<file path="src/rtl/tht_pkg.sv">
package tht_pkg;
  // register layout (field positions are decoded by software)
  localparam int TEMP_W     = 7;
  localparam int OFS_LIMITS = 8'h08;
  localparam int OFS_SENSOR = 8'h10;
  localparam int OFS_CAP    = 8'h20;
  localparam int LO_LSB     = 0;
  localparam int LO_EN_BIT  = 7;
  localparam int HI_LSB     = 8;
  localparam int HI_EN_BIT  = 15;
  localparam int TRIP_LSB   = 24;
  localparam int LO_ST_BIT  = 32;
  localparam int HI_ST_BIT  = 33;
  localparam int POL_BIT    = 44;

  typedef enum logic [1:0] {
    LVL_NONE  = 2'd0,
    LVL_HALF  = 2'd1,
    LVL_HEAVY = 2'd2,
    LVL_FULL  = 2'd3
  } throttleLevel_t;

  // strobes from the datapath to the control
  typedef struct packed {
    logic loReached;
    logic hiReached;
    logic tripReached;
    logic loEnable;
    logic hiEnable;
    logic policyHalf;
  } cmpFlags_t;
endpackage

</file>
<file path="src/rtl/tht_datapath.sv">
module tht_datapath
  import tht_pkg::*;
#(
  parameter int ADDR_W      = 6,
  parameter bit NO_THROTTLE = 1'b0
) (
  input  logic              clk,
  input  logic              rstN,
  input  logic [TEMP_W-1:0] tempIn,
  input  logic              regWrEn,
  input  logic [ADDR_W-1:0] regAddr,
  input  logic [63:0]       regWrData,
  output logic [63:0]       regRdData,
  output cmpFlags_t         cmpFlags
);
  localparam logic [ADDR_W-1:0] ADR_LIMITS = ADDR_W'(OFS_LIMITS);
  localparam logic [ADDR_W-1:0] ADR_SENSOR = ADDR_W'(OFS_SENSOR);
  localparam logic [ADDR_W-1:0] ADR_CAP    = ADDR_W'(OFS_CAP);

  logic [TEMP_W-1:0] tempQ, loThr, hiThr, tripThr;
  logic              loEn, hiEn, polHalf;
  logic              limitsWr;

  assign limitsWr = regWrEn && (regAddr == ADR_LIMITS);

  always_ff @(posedge clk) begin
    if (!rstN) begin
      tempQ   <= '0;
      loThr   <= '0;
      hiThr   <= '0;
      tripThr <= '0;
      loEn    <= 1'b0;
      hiEn    <= 1'b0;
      polHalf <= 1'b0;
    end else begin
      tempQ <= tempIn;
      if (limitsWr) begin
        loThr   <= regWrData[LO_LSB   +: TEMP_W];
        hiThr   <= regWrData[HI_LSB   +: TEMP_W];
        tripThr <= regWrData[TRIP_LSB +: TEMP_W];
        loEn    <= regWrData[LO_EN_BIT];
        hiEn    <= regWrData[HI_EN_BIT];
        polHalf <= regWrData[POL_BIT];
      end
    end
  end

  logic unusedWrBits;
  assign unusedWrBits = ^{regWrData[63:POL_BIT+1], regWrData[POL_BIT-1:TRIP_LSB+TEMP_W],
                          regWrData[TRIP_LSB-1:HI_EN_BIT+1]};

  assign cmpFlags.loReached   = (tempQ >= loThr);
  assign cmpFlags.hiReached   = (tempQ >= hiThr);
  assign cmpFlags.tripReached = (tripThr != '0) && (tempQ >= tripThr);
  assign cmpFlags.loEnable    = loEn;
  assign cmpFlags.hiEnable    = hiEn;
  assign cmpFlags.policyHalf  = polHalf;

  always_comb begin
    regRdData = '0;
    unique case (regAddr)
      ADR_LIMITS: begin
        regRdData[LO_LSB   +: TEMP_W] = loThr;
        regRdData[LO_EN_BIT]          = loEn;
        regRdData[HI_LSB   +: TEMP_W] = hiThr;
        regRdData[HI_EN_BIT]          = hiEn;
        regRdData[TRIP_LSB +: TEMP_W] = tripThr;
        regRdData[LO_ST_BIT]          = cmpFlags.loReached;
        regRdData[HI_ST_BIT]          = cmpFlags.hiReached;
        regRdData[POL_BIT]            = polHalf;
      end
      ADR_SENSOR: regRdData[TEMP_W-1:0] = tempQ;
      ADR_CAP:    regRdData[0]          = NO_THROTTLE;
      default:    regRdData = '0;
    endcase
  end

  // the sample register follows the input with one cycle of delay
  p_sample_delay_r3 : assert property (@(posedge clk) disable iff (!rstN)
    1'b1 |=> (tempQ == $past(tempIn)));
  // fields written at offset 0x08 read back in the next cycle
  p_limit_writeback_r2 : assert property (@(posedge clk) disable iff (!rstN)
    limitsWr |=> (loThr == $past(regWrData[LO_LSB +: TEMP_W])) && (polHalf == $past(regWrData[POL_BIT])));
endmodule

</file>
<file path="src/rtl/tht_control.sv">
module tht_control
  import tht_pkg::*;
#(
  parameter int WINDOW      = 10,
  parameter int HALF_SLOTS  = 5,
  parameter int HEAVY_SLOTS = 9,
  parameter bit NO_THROTTLE = 1'b0
) (
  input  logic      clk,
  input  logic      rstN,
  input  cmpFlags_t cmpFlags,
  output logic      throttleOn,
  output logic      fatalReq
);
  localparam int CNT_W = (WINDOW > 1) ? $clog2(WINDOW) : 1;
  localparam logic [CNT_W-1:0] LAST_SLOT = CNT_W'(WINDOW - 1);

  logic [CNT_W-1:0] winCnt;
  logic             fatalQ;
  throttleLevel_t   level;

  always_ff @(posedge clk) begin
    if (!rstN) begin
      winCnt <= '0;
      fatalQ <= 1'b0;
    end else begin
      winCnt <= (winCnt == LAST_SLOT) ? '0 : winCnt + 1'b1;
      fatalQ <= fatalQ | cmpFlags.tripReached;
    end
  end

  always_comb begin
    level = LVL_NONE;
    if (!NO_THROTTLE) begin
      if (cmpFlags.hiEnable && cmpFlags.hiReached)
        level = LVL_FULL;
      else if (cmpFlags.loEnable && cmpFlags.loReached)
        level = cmpFlags.policyHalf ? LVL_HALF : LVL_HEAVY;
    end
  end

  always_comb begin
    unique case (level)
      LVL_FULL:  throttleOn = 1'b1;
      LVL_HEAVY: throttleOn = (winCnt < CNT_W'(HEAVY_SLOTS));
      LVL_HALF:  throttleOn = (winCnt < CNT_W'(HALF_SLOTS));
      default:   throttleOn = 1'b0;
    endcase
  end

  assign fatalReq = fatalQ | cmpFlags.tripReached;

  p_fatal_sticky_r11 : assert property (@(posedge clk) disable iff (!rstN)
    fatalReq |=> fatalReq);
  p_window_wrap_r6 : assert property (@(posedge clk) disable iff (!rstN)
    (winCnt == LAST_SLOT) |=> (winCnt == '0));
  p_cap_quiet_r5 : assert property (@(posedge clk) disable iff (!rstN)
    NO_THROTTLE |-> !throttleOn);
  p_disabled_quiet_r9 : assert property (@(posedge clk) disable iff (!rstN)
    (!cmpFlags.loEnable && !cmpFlags.hiEnable) |-> !throttleOn);
  p_full_block_r8 : assert property (@(posedge clk) disable iff (!rstN)
    (!NO_THROTTLE && cmpFlags.hiEnable && cmpFlags.hiReached) |-> throttleOn);
endmodule

</file>
<file path="src/rtl/therm_throttle.sv">
module therm_throttle
  import tht_pkg::*;
#(
  parameter int ADDR_W      = 6,
  parameter int WINDOW      = 10,
  parameter int HALF_SLOTS  = 5,
  parameter int HEAVY_SLOTS = 9,
  parameter bit NO_THROTTLE = 1'b0
) (
  input  logic              clk,
  input  logic              rstN,
  input  logic [6:0]        tempIn,
  input  logic              regWrEn,
  input  logic [ADDR_W-1:0] regAddr,
  input  logic [63:0]       regWrData,
  output logic [63:0]       regRdData,
  output logic              throttleOn,
  output logic              fatalReq
);
  cmpFlags_t cmpFlags;

  tht_datapath #(.ADDR_W(ADDR_W), .NO_THROTTLE(NO_THROTTLE)) uDp (
    .clk(clk), .rstN(rstN), .tempIn(tempIn), .regWrEn(regWrEn), .regAddr(regAddr),
    .regWrData(regWrData), .regRdData(regRdData), .cmpFlags(cmpFlags));

  tht_control #(.WINDOW(WINDOW), .HALF_SLOTS(HALF_SLOTS), .HEAVY_SLOTS(HEAVY_SLOTS),
                .NO_THROTTLE(NO_THROTTLE)) uCtl (
    .clk(clk), .rstN(rstN), .cmpFlags(cmpFlags), .throttleOn(throttleOn), .fatalReq(fatalReq));
endmodule

</file>
<file path="config.mk">
export PLATFORM = sky130hd
export DESIGN_NAME = therm_throttle
export DESIGN_NICKNAME = d
export VERILOG_FILES = /design/src/rtl/tht_pkg.sv /design/src/rtl/tht_datapath.sv /design/src/rtl/tht_control.sv /design/src/rtl/therm_throttle.sv
export SDC_FILE = /design/constraint.sdc
export NUM_CORES = 1
export LEC_CHECK = 0
export ABC_AREA = 0
export ABC_CLOCK_PERIOD_IN_PS = 4800
export BUFFER_PORTS_ARGS = -buffer_cell sky130_fd_sc_hd__buf_2
export CORE_UTILIZATION = 47
export DETAILED_ROUTE_END_ITERATION = 10
export PLACE_DENSITY = 0.89
export SYNTH_ARGS = -nofsm -noshare
export SYNTH_HDL_FRONTEND = slang
export SYNTH_SLANG_ARGS = --single-unit
</file>
<file path="constraint.sdc">
create_clock -name clk -period 4.8 [get_ports clk]
set_input_delay 0.48 -clock clk [delete_from_list [all_inputs] [get_ports clk]]
set_output_delay 0.48 -clock clk [all_outputs]
set_load 0.005 [all_outputs]
</file>
==> results of run 1 <==
## kinds of logic after synthesis
logic type / synth area share (%)
AO/OA/AOI/OAI: 15.4
flip-flops: 29.4
adder cells (fa/ha/maj): 12.3
AND/OR/NAND/NOR: 22.6
multiplexers: 0.409
other: 0.153
buffers and inverters: 19.4
XOR/XNOR: 0.358
## power by group
part	leakage [uW]	internal (uW)	switching (uW)
Combinational	0.000887	34.4	45.1
Sequential	0.000293	305	7.22
Clock	0.0000410	98.6	103
## Yosys cell counts, types with 2 or more instances
master and instances:
buf_2 2, nor4_1 16, ha_1 24, buf_4 38, dfxtp_1 36, o21ai_0 4, and2_1 11, or4_4 2
nor2b_1 5, nor2_1 2, a21boi_1 20, a21boi_0 4, a22o_1 7, and3_1 3, a21o_1 3, buf_6 4
clkbuf_1 9, inv_1 24, buf_1 2, nand3_1 24, nor3b_1 2, a21oi_1 9, a31oi_1 2, nand2_1 33
## stage by stage
step / cells / area [um^2] / hold WS [ns]
final: 423 / 2710 / 0.388
after global placement: 416 / 2630 / 0.442
after global routing: 423 / 2710 / 0.388
after CTS: 423 / 2710 / 0.386
after detailed placement: 416 / 2630 / 0.447
after floorplan: 336 / 2590 / 0.435
## cell usage in the layout, fill, tap and decap left out
cell       instances
and3_1             3
inv_1             24
buf_4              1
a21boi_1          20
a21boi_0           4
nand4_1            1
a21oi_1            9
clkinv_1           1
mux2i_1            1
a2111oi_0          1
and2_1            11
conb_1            38
buf_2             67
a221o_1            1
clkinv_2           1
and4_1             1
dfxtp_1           36
o21a_1             1
nand2_1           33
a21o_1             3
nand3b_1           1
o32ai_1            1
ha_1              24
a31oi_1            2
nand2b_1           1
xnor2_1            1
clkbuf_8           5
nor2b_1            5
nor2_1             2
or4_4              2
a22o_1             7
nor3_4             1
nor3b_1            2
o21ai_0            4
nand3_1           24
nor4_1            16
clkbuf_1           1
## final cells by class
class | count | area, um^2
multi-input cells | 220 | 1390
flip-flops and latches | 36 | 721
repair buffers | 68 | 343
clock inverters | 1 | 5.00
clock buffers | 6 | 72.6
fillers | 427 | 2170
inverters | 25 | 93.8
well taps | 67 | 83.8
## worst max-delay path: stages
cell and delay (ns):
buf_2 0.09, or4_4 0.66, nor3b_1 0.75, a22o_1 0.24
buf_2 0.11
## metal layers
metal | GRT usage [%] | vias up
li1 | - | 1062
met1 | 27.1 | 974
met2 | 35.4 | 94
met3 | 4.07 | 10
met4 | 9.19 | 0
met5 | 0 | -
## how the worst max path moves through the flow
stage,endpoint,cells past startpoint,slack (ns),start
finish,regRdData[6],5,1.97,regAddr[5]
global route,regRdData[3],5,1.84,regAddr[5]
floorplan,regRdData[0],4,2.48,regAddr[5]
CTS,regRdData[3],5,1.96,regAddr[5]
detailed placement,regRdData[3],5,1.96,regAddr[5]
global placement,regRdData[1],5,2.01,regAddr[5]
## sequential cells by signal (all words and copies together) (netlist names)
name,cells
uDp.loThr,7
uDp.tempQ,7
uCtl.winCnt,4
uDp.hiEn,1
uCtl.fatalQ,1
uDp.loEn,1
uDp.polHalf,1
uDp.tripThr,7
uDp.hiThr,7
==> summary.md, run 1 <==
| Metric | Value |
|---|---|
| Postcts setup bufs | 0 |
| Post-synth EDFFs | 0 |
| CP startpoint kind | primary input |
| Vias per cell | 5.06 |
| Buffers on Ports | 67 |
| H-tree Lvls | 2 |
| Share of the synthesized area in the top cell type | ~30% |
| Leakage Power | 0.00122 uW |
| DRT antenna net count | 0 |
| Kind of critical path | in2out |
| Drt wl/cell | 13.1 um |
| Hold-critical path depth | 2 |
| Grt total ovfl | 0 |
| RSZ-0062 raised after global routing | false |
| R2r worst-path depth | 6 |
| Via count | 2140 |
| Diodes inserted | 0 |
| CTS Buf Count | 5 |
| Sequential area share after synthesis | between 20% and 30% |
| Fin crit period | roughly 2.8 ns |
| Synth Cell Area | 0.00245 mm^2 |
| VDD IR max | 0.186 mV |
| Syn_area_per_cell | 8.19 um^2 |
| Max Fclk | 0.353 GHz |
| Outcome | finished, final reports clean |
| Die width | 74.2 um |
| Post-DP HPWL | 4100 um |
| DRC Markers | 0 |
| Wirelength, routed | 5530 um |
| DIE AREA | ~0.0055 mm^2 |
| Root Buffer | clkbuf_8 |
| Global Route Usage Sum | 21.3% |
| CORE AREA | 0.00488 mm^2 |
| Syn-to-layout area delta | 10.7% |
| Synth warn | 0 |
| Critical Path AT | 2.35 ns |
| CTS Buffer Depth | 2 |
| Clk_skew | 0.00708 ns |
| Pre-CTS setup slack | ~2 ns |
| IO Count | 146 |
| Count of state elements after synthesis | 36 |
| First-pass GRT wire length | 9020 um |
| Starting density of the core | 50.2% |
| Ys async rst share | 0% |
| PwrDens | 219 mW/mm^2 |
| CP required | 4.32 ns |
| Final worst slack | 1.97 ns |
| Util after Layout | 55.5% |
| Routed met2 length | 2650 um |
| CTS tree | yes |
| Post_cts resized | 0 |
| Slew @ Worst Pin | 0.870 ns |
| Top FF cell, synth | dfxtp_1 |
| Sink Count | 36 |
| Final Max Tran Viols | 0 |
| Worst reg2reg setup slack | 3.10 ns |
| Largest net degree at the start of global routing | 37 |
| Syn Inst Count | 299 |
| CP max FO | 17 |
| Initial drt markers | just over 80 |
| Initial antenna violation count | 0 |
| Vias in the first global route | 2001 |
| Number of cell rows | 25 |
| Worst setup EP type | output port |
| NumNets Final | 460 |
| Top cells by area, synth | dfxtp_1 (29%), ha_1 (12%), buf_4 (12%), a21boi_1 (6.1%), nand2_1 (5.1%) |
| Routability Congestion | about 0.87 |
| Fraction of layout instances using a drive strength above 1 | 21.6% |
| Uppermost layer routed | met4 |
| Capture point of the worst reg-to-reg path | uCtl.fatalQ |
| Final Power | 594 uW |
| Min-delay src | tempIn[1] |
| Post-CTS Hold Fix Bufs | 0 |
| Leading area contributor after synthesis | dfxtp_1 |
| Final Setup Violations | 0 |
| Worst skew pair latency | 0.29 ns |
| Min-delay worst type | in2reg |
| Pre-Repair DR Iteration Count | 4 |
| Met1 WL | around 2400 um |
| Fin crit share | 59.0% |
| Clock-pin slew on the worst setup and hold paths | 0.07 ns |
| RR Startpoint | uDp.tripThr[5] |
| Hold Path End | uDp.tempQ[1] |
| TNS Setup | 0 ns |
| DR WL met3 | 356 um |
| Die height | 74.2 um |
| Relative max-transition margin | 41.9% |
| Netlist cell types | 37 |
| Max Cap Violations | 0 |
| Final hold viol count | 0 |
Power figures use the tool's default switching activity.
==> run 2, diff against run 1 <==
--- a/config.mk
+++ b/config.mk
@@ -5,12 +5,12 @@
 export SDC_FILE = /design/constraint.sdc
 export NUM_CORES = 1
 export LEC_CHECK = 0
-export ABC_AREA = 0
-export ABC_CLOCK_PERIOD_IN_PS = 4800
+export ABC_AREA = 1
+export ABC_CLOCK_PERIOD_IN_PS = 2900
 export BUFFER_PORTS_ARGS = -buffer_cell sky130_fd_sc_hd__buf_2
-export CORE_UTILIZATION = 47
+export CORE_UTILIZATION = 44
 export DETAILED_ROUTE_END_ITERATION = 10
-export PLACE_DENSITY = 0.89
+export PLACE_DENSITY = 0.83
 export SYNTH_ARGS = -nofsm -noshare
 export SYNTH_HDL_FRONTEND = slang
 export SYNTH_SLANG_ARGS = --single-unit
==> constraint.sdc (replaced) <==
create_clock -name clk -period 2.9 [get_ports clk]
set_input_delay 0.29 -clock clk [delete_from_list [all_inputs] [get_ports clk]]
set_output_delay 0.29 -clock clk [all_outputs]
set_load 0.005 [all_outputs]
==> run 2 against run 1 <==
Via count increased by 8.0%. Global-route usage is 3.3 points lower. First-iteration DRC count down 3.7%. Synthesized area grew 2.9%. Clock power grew 110%. Wire length shrank 6.9%. Clock skew shrank 0.0017 ns. Core utilization decreased by 3.8 points. Power up 85%. Sequential cell count stayed put. Critical path type is now reg2out.
==> summary.md, run 2 <==
| Metric | Value |
|---|---|
| Outcome | finished, final reports clean |
| Pre-Repair DR Iteration Count | 4 (unchanged) |
| Post_cts resized | 0 (unchanged) |
| Commonest non-fill, non-tap cell in the layout | nand2_1 |
| Final Setup Violations | 0 (unchanged) |
| Post-DP HPWL | 3940 um (-4.0%) |
| Final Max Tran Viols | 0 (unchanged) |
| Commonest cells after routing, fill and taps aside | nand2_1 (85), inv_1 (78), nor2_1 (75) |
| Wirelength, routed | 5150 um (-6.9%) |
| Global Route Usage Sum | 18.0% (-3.3 points) |
| DIE AREA | 0.00603 mm^2 (+9.6%) |
| R2r worst-path depth | 8 (+2) |
| Die height | 77.7 um (+4.7%) |
| Fin crit period | 1.99 ns |
| CTS tree | yes |
| Number of cell rows | 27 (+8.0%) |
| Routability Congestion | 0.786 (-9.4%) |
| Synth Cell Area | 0.00252 mm^2 (+2.9%) |
| H-tree Lvls | 2 (unchanged) |
| Share of the synthesized area in the top cell type | 28.6% (-0.83 points) |
| Leakage Power | 0.00160 uW (+31%) |
| Worst skew pair latency | 0.29 ns (about the same) |
| Worst hold slack | 0.175 ns (-0.214 ns) |
| Synth warn | 0 (unchanged) |
| Initial drt markers | 79 (-3.7%) |
| Max Fclk | 0.503 GHz |
| Sink Count | 36 (unchanged) |
| Grt total ovfl | 0 (unchanged) |
| Top-count cell post-synth | nand2_1 |
| Post-placement cell area | 0.00274 mm^2 (+4.1%) |
| Critical Path, Cell by Cell | inv_1, ha_1, a21oi_1, o21ai_0, nand2_1, nand3_1, nand2_1, nand2_1, buf_2 |
| Most frequent cells after synthesis | nand2_1 (85), inv_1 (78), nor2_1 (75) |
| Via count | 2311 (+8.0%) |
| Filler instances | 570 (+33%) |
| Drt wl/cell | 9.80 um (-25%) |
| Ys async rst share | 0% (unchanged) |
| CORE AREA | 0.00551 mm^2 (+13%) |
| RSZ-0062 raised after global routing | false |
| Max stage delay on crit path | 0.34 ns (-0.41 ns) |
| First-pass GRT wire length | 8590 um (-4.7%) |
| Fin crit share | 68.5% |
| Largest net degree at the start of global routing | 49 (+32%) |
| CTS Buffer Depth | 2 (unchanged) |
| Initial antenna violation count | 0 (unchanged) |
| DRT antenna net count | 0 (unchanged) |
| Post-CTS Hold Fix Bufs | 0 (unchanged) |
| Slew @ Worst Pin | 0.626 ns (-0.244 ns) |
| Clock-pin slew on the worst setup and hold paths | 0.07 ns (about the same) |
| Diodes inserted | 0 (unchanged) |
| Min-delay worst type | in2reg |
| Netlist cell types | 26 (-30%) |
| Buffers on Ports | 67 (unchanged) |
| Starting density of the core | 45.8% (-4.4 points) |
| Relative max-transition margin | 58.2% (+16 points) |
| Most frequent CP cell | nand2_1 |
| Vias per cell | 4.39 (-13%) |
| Syn-to-layout area delta | 13.0% |
| CP max FO | 3 (-14) |
| DRC Markers | 0 (unchanged) |
| CTS Buf Count | 5 (unchanged) |
| Syn Inst Count | 390 (+30%) |
| Sequential area share after synthesis | 28.6% (-0.83 points) |
| Postcts setup bufs | 0 (unchanged) |
| Final hold viol count | 0 (unchanged) |
| PwrDens | 386 mW/mm^2 (+76%) |
| IO Count | 146 (unchanged) |
| VDD IR max | 0.217 mV (+17%) |
| Syn_area_per_cell | 6.46 um^2 (-21%) |
| Root Buffer | clkbuf_8 |
| Fraction of layout instances using a drive strength above 1 | 17.4% (-4.2 points) |
| Post-synth EDFFs | 0 (unchanged) |
| Max Cap Violations | 0 (unchanged) |
| Kind of critical path | reg2out |
| Critical Path AT | 1.70 ns (-0.65 ns) |
| Worst setup EP type | output port |
| Count of state elements after synthesis | 36 (unchanged) |
| Leading area contributor after synthesis | dfxtp_1 |
| TNS Setup | 0 ns (unchanged) |
| Top FF cell, synth | dfxtp_1 |
| Top cells by area, synth | dfxtp_1 (29%), nand2_1 (13%), ha_1 (12%), inv_1 (12%), buf_4 (11%) |
| CP startpoint kind | flip-flop |
| Hold-critical path depth | 3 (+1) |
| Slowest-stage cell, CP | dfxtp_1 |
| NumNets Final | 557 (+21%) |
| Die width | 77.7 um (+4.7%) |
| Clk_skew | 0.00539 ns (-0.00169 ns) |
| Finished layout cell area | 0.00285 mm^2 (+5.1%) |
| CP required | 2.61 ns (-1.71 ns) |
| Vias in the first global route | 2108 (+5.3%) |
==> run 2: layout make-up <==
type	instances	area, um^2	share of cell area (%)
tap	72	90.1	3.16
inverter	79	297	10.4
multi-input combinational	263	1290	45.3
timing repair buffer	68	343	12.0
sequential	36	721	25.3
clock buffer	6	72.6	2.55
clock inverter	2	35.0	1.23
==> run 2: logic make-up (layout without fill, tap and decap cells) <==
kind of cell,Yosys count,in the layout,synth area share [%]
AOI/OAI and AO/OA,22,22,4.97
xor gates and xnor gates,2,2,0.695
adders and majority gates,24,24,11.9
buffers and inverters,128,155,25.7
DFF,36,36,28.6
other,1,38,0.149
and+or+nand+nor,177,177,28.0
==> run 2: path summary, 6_finish.rpt <==
check,slack (ns),from,end
setup / recovery,0.91,uDp.hiThr[2],throttleOn
setup reg to reg,1.50,uDp.tripThr[6],uCtl.fatalQ
hold reg to reg,0.47,uCtl.fatalQ,uCtl.fatalQ
hold / removal,0.17,tempIn[0],uDp.tempQ[0]
==> run 2: report_power, final <==
group | total (uW) | switching [uW] | internal [uW]
combinational | 149 | 86.0 | 63.5
clock | 433 | 178 | 255
sequential | 518 | 12.0 | 506
total | 1100 | 276 | 825
==> run 2: per-stage QoR <==
| stage | util (%) | setup slack (ns) | total power, uW | cells |
|---|---|---|---|---|
| floorplan | - | 1.48 | 665 | 427 |
| global placement | 49.8 | 1.00 | 671 | 518 |
| detailed placement | 49.8 | 0.980 | 678 | 518 |
| CTS | 51.7 | 0.901 | 1110 | 526 |
| global route | 51.7 | 0.794 | 1160 | 526 |
| finish | 51.7 | 0.912 | 1100 | 526 |
==> run 2: critical path: cells and delay by family (launching register included) <==
kind,cells,cell delay (ns)
compound gates,2,0.23
simple gates,4,0.34
fa+ha+maj,1,0.32
flops,1,0.34
buf+inv,2,0.18
==> run 2: per-layer routing <==
layer / part of all wire [%] / up-vias / global-route usage [%]
li1: - / 1199 / -
met1: 43 / 1017 / 19.9
met2: 49 / 87 / 32.6
met3: 5.4 / 8 / 4.12
met4: 1.9 / 0 / 8.30
met5: 0 / - / 0
==> run 3, diff against run 2 <==
--- a/config.mk
+++ b/config.mk
@@ -6,11 +6,11 @@
 export NUM_CORES = 1
 export LEC_CHECK = 0
 export ABC_AREA = 1
-export ABC_CLOCK_PERIOD_IN_PS = 2900
+export ABC_CLOCK_PERIOD_IN_PS = 1820
 export BUFFER_PORTS_ARGS = -buffer_cell sky130_fd_sc_hd__buf_2
-export CORE_UTILIZATION = 44
+export CORE_UTILIZATION = 40
 export DETAILED_ROUTE_END_ITERATION = 10
-export PLACE_DENSITY = 0.83
+export PLACE_DENSITY = 0.8
 export SYNTH_ARGS = -nofsm -noshare
 export SYNTH_HDL_FRONTEND = slang
 export SYNTH_SLANG_ARGS = --single-unit
==> constraint.sdc (replaced) <==
create_clock -name clk -period 1.82 [get_ports clk]
set_input_delay 0.182 -clock clk [delete_from_list [all_inputs] [get_ports clk]]
set_output_delay 0.182 -clock clk [all_outputs]
set_load 0.005 [all_outputs]
==> run 3 against run 2 <==
Sequential share of layout area is 1.5 points lower. Non-clock buffer count grew 3. Cell area rose by 11%. Final cell count is 1.1% higher. Via count grew 1.2%. Sequential cell count unchanged. Hold slack lost 0.097 ns. Core utilization increased by 1.3 points. Critical path type unchanged. Largest cell class unchanged. Power grew 67%. Clock skew up 0.0027 ns. Combinational power is 100% higher. Critical path depth unchanged.
==> summary.md, run 3 (synthesis results as in run 2) <==
| Metric | Value |
|---|---|
| Capture point of the worst reg-to-reg path | uCtl.fatalQ |
| Placed Cells | 523 (+0.97%) |
| First-pass GRT wire length | 8770 um (+2.1%) |
| Clock share of power | 38.2% (-1.1 points) |
| P_sw | 486 uW (+76%) |
| Fraction of layout instances using a drive strength above 1 | 31.3% (+14 points) |
| Switching Fraction | 26.5% (+1.4 points) |
| Hold Path End | uDp.tempQ[3] |
| CTS tree | yes |
| CP max FO | 4 (+1) |
| VDD IR max | 0.334 mV (+54%) |
| Die width | 81.4 um (+4.8%) |
| RSZ-0062 raised after global routing | true |
| Post-DP HPWL | 4050 um (+2.9%) |
| Min-delay worst type | in2reg |
| Final worst slack | 0.0428 ns (-0.869 ns) |
| Via count | 2338 (+1.2%) |
| Hold-critical path depth | 3 (unchanged) |
| Commonest non-fill, non-tap cell in the layout | nand2_1 |
| Die height | 81.4 um (+4.8%) |
| Drt wl/cell | 10.9 um (+11%) |
| Leakage Power | 0.00165 uW (+3.5%) |
| CP required | 1.64 ns (-0.97 ns) |
| Root Buffer | clkbuf_8 |
| Worst skew pair latency | 0.28 ns (about the same) |
| Critical Path AT | 1.60 ns (-0.10 ns) |
| Finished layout cell area | 0.00317 mm^2 (+11%) |
| Max Fclk | 0.563 GHz |
| IO Count | 146 (unchanged) |
| PwrDens | 578 mW/mm^2 (+50%) |
| Worst setup EP type | output port |
| RR Startpoint | uDp.tempQ[6] |
| Final Max Tran Viols | 0 (unchanged) |
| Routability Congestion | 0.791 (+0.64%) |
| Reg power frac | 45.3% (-1.8 points) |
| Combinational Power Share | 16.5% (+2.9 points) |
| R2r worst-path depth | 8 (unchanged) |
| Syn-to-layout area delta | 26.0% |
| Post-placement cell area | 0.00276 mm^2 (+0.69%) |
| Vias in the first global route | 2099 (-0.43%) |
| CORE AREA | 0.00599 mm^2 (+8.8%) |
| Number of cell rows | 28 (+3.7%) |
| Slowest-stage cell, CP | dfxtp_4 |
| Critical Path, Cell by Cell | buf_6, ha_4, nand2_2, inv_1, a21oi_2, nand3_1, nand2_1, nand2_1, buf_2 |
| Final Power | 1840 uW (+67%) |
| TNS Setup | 0 ns (unchanged) |
| H-tree Lvls | 2 (unchanged) |
| Clk_skew | 0.00808 ns (+0.00269 ns) |
| Kind of critical path | reg2out |
| Fin cells | 532 (+1.1%) |
| Int Pwr | 1350 uW (+64%) |
| Buffers on Ports | 67 (unchanged) |
| CP startpoint kind | flip-flop |
| Largest net degree at the start of global routing | 34 (-31%) |
| Pre-Repair DR Iteration Count | 4 (unchanged) |
| CTS Buf Count | 5 (unchanged) |
| Pre-CTS setup slack | 0.271 ns (-0.709 ns) |
| DRC Markers | 0 (unchanged) |
| Min-delay src | tempIn[3] |
| Outcome | finished, final reports clean |
| DRT antenna net count | 0 (unchanged) |
| Fin crit share | 97.6% |
| Max Cap Violations | 0 (unchanged) |
| Max stage delay on crit path | 0.38 ns (+0.04 ns) |
| Slew @ Worst Pin | 0.580 ns (-0.0459 ns) |
| Grt total ovfl | 0 (unchanged) |
| Final hold viol count | 0 (unchanged) |
| Clock-pin slew on the worst setup and hold paths | 0.08 ns (about the same) |
| Final Setup Violations | 0 (unchanged) |
| Initial drt markers | 131 (+66%) |
| Vias per cell | 4.39 (about the same) |
| Relative max-transition margin | 61.3% (+3.1 points) |
| Initial antenna violation count | 0 (unchanged) |
| Worst reg2reg setup slack | 0.51 ns (-0.99 ns) |
| CTS Buffer Depth | 2 (unchanged) |
| NumNets Final | 560 (+0.54%) |
| Post-CTS Hold Fix Bufs | 0 (unchanged) |
| Most frequent CP cell | nand2_1 |
| Fin crit period | 1.78 ns |
| Global Route Usage Sum | 17.2% (-0.85 points) |
| Commonest cells after routing, fill and taps aside | nand2_1 (80), nor2_1 (72), inv_1 (69) |
| Diodes inserted | 0 (unchanged) |
| Sink Count | 36 (unchanged) |
| Starting density of the core | 42.1% (-3.7 points) |
| Wirelength, routed | 5780 um (+12%) |
| DIE AREA | 0.00662 mm^2 (+9.7%) |
## run 3: changes by cell type in the layout (fill, tap and decap cells not counted), moves of 3 or more
cell     delta
inv_2       +9
a21oi_1     -4
dfxtp_1    -21
dfxtp_2    +17
nor2_1      -3
a21oi_2     +4
nand2_1     -5
dfxtp_4     +4
inv_1       -9
ha_4       +15
nand2_2     +3
ha_1       -15
## run 3: worst max-delay path, delay by kind of cell (launching register included)
family                     cells  cell delay [ns]
buffers and inverters          3             0.29
AOI/OAI and AO/OA              1             0.11
and+or+nand+nor                4             0.30
DFF                            1             0.38
adders and majority gates      1             0.22
## run 3: routing by layer
layer / routed length, um / up-vias / global-route usage, %
li1: - / 1208 / -
met1: 2450 / 1029 / 20.1
met2: 2950 / 91 / 30.7
met3: 272 / 10 / 3.03
met4: 110 / 0 / 6.79
met5: 0 / - / 0
## run 3: power by group through the flow
stage	Sequential [uW]	Clock, uW	Combinational [uW]
6_report	832	701	304
5_1_grt	834	751	354
4_1_cts	827	713	249
3_5_place_dp	844	0	239
3_3_place_gp	843	0	227
2_1_floorplan	837	0	223
## run 3: how the worst max path moves through the flow
stage | end | cells after the start | startpoint | slack, ns
floorplan | fatalReq | 8 | uDp.tripThr[6] | 0.51
global placement | uDp.tripThr[6] | 10 | regAddr[0] | 0.32
detailed placement | throttleOn | 9 | uDp.hiThr[2] | 0.27
CTS | fatalReq | 9 | uDp.tripThr[4] | 0.00005
global route | fatalReq | 9 | uDp.tempQ[6] | -0.04
finish | fatalReq | 9 | uDp.tempQ[6] | 0.04
## run 3: final cells by class
cell class | count | area (um^2)
multi-input combinational | 263 | 1550
tap | 75 | 93.8
clock inverter | 3 | 42.5
inverter | 79 | 297
sequential | 36 | 757
fill | 601 | 2820
timing repair buffer | 71 | 369
clock buffer | 5 | 68.8
## run 3: stage by stage
step / utilization (%) / hold slack [ns]
detailed placement: 46.1 / 0.370
CTS: 48.8 / 0.0690
global placement: 46.1 / 0.365
floorplan: - / 0.280
finish: 53.0 / 0.0784
global route: 53.0 / 0.0713
## run 3: what timing repair did
item / 4_1_cts / 5_1_grt
setup buffers: 0 / 1
cloned: 0 / 0
setup endpoints to repair: 4 / 4
pin swaps: 0 / 18
gates resized for setup: 9 / 62
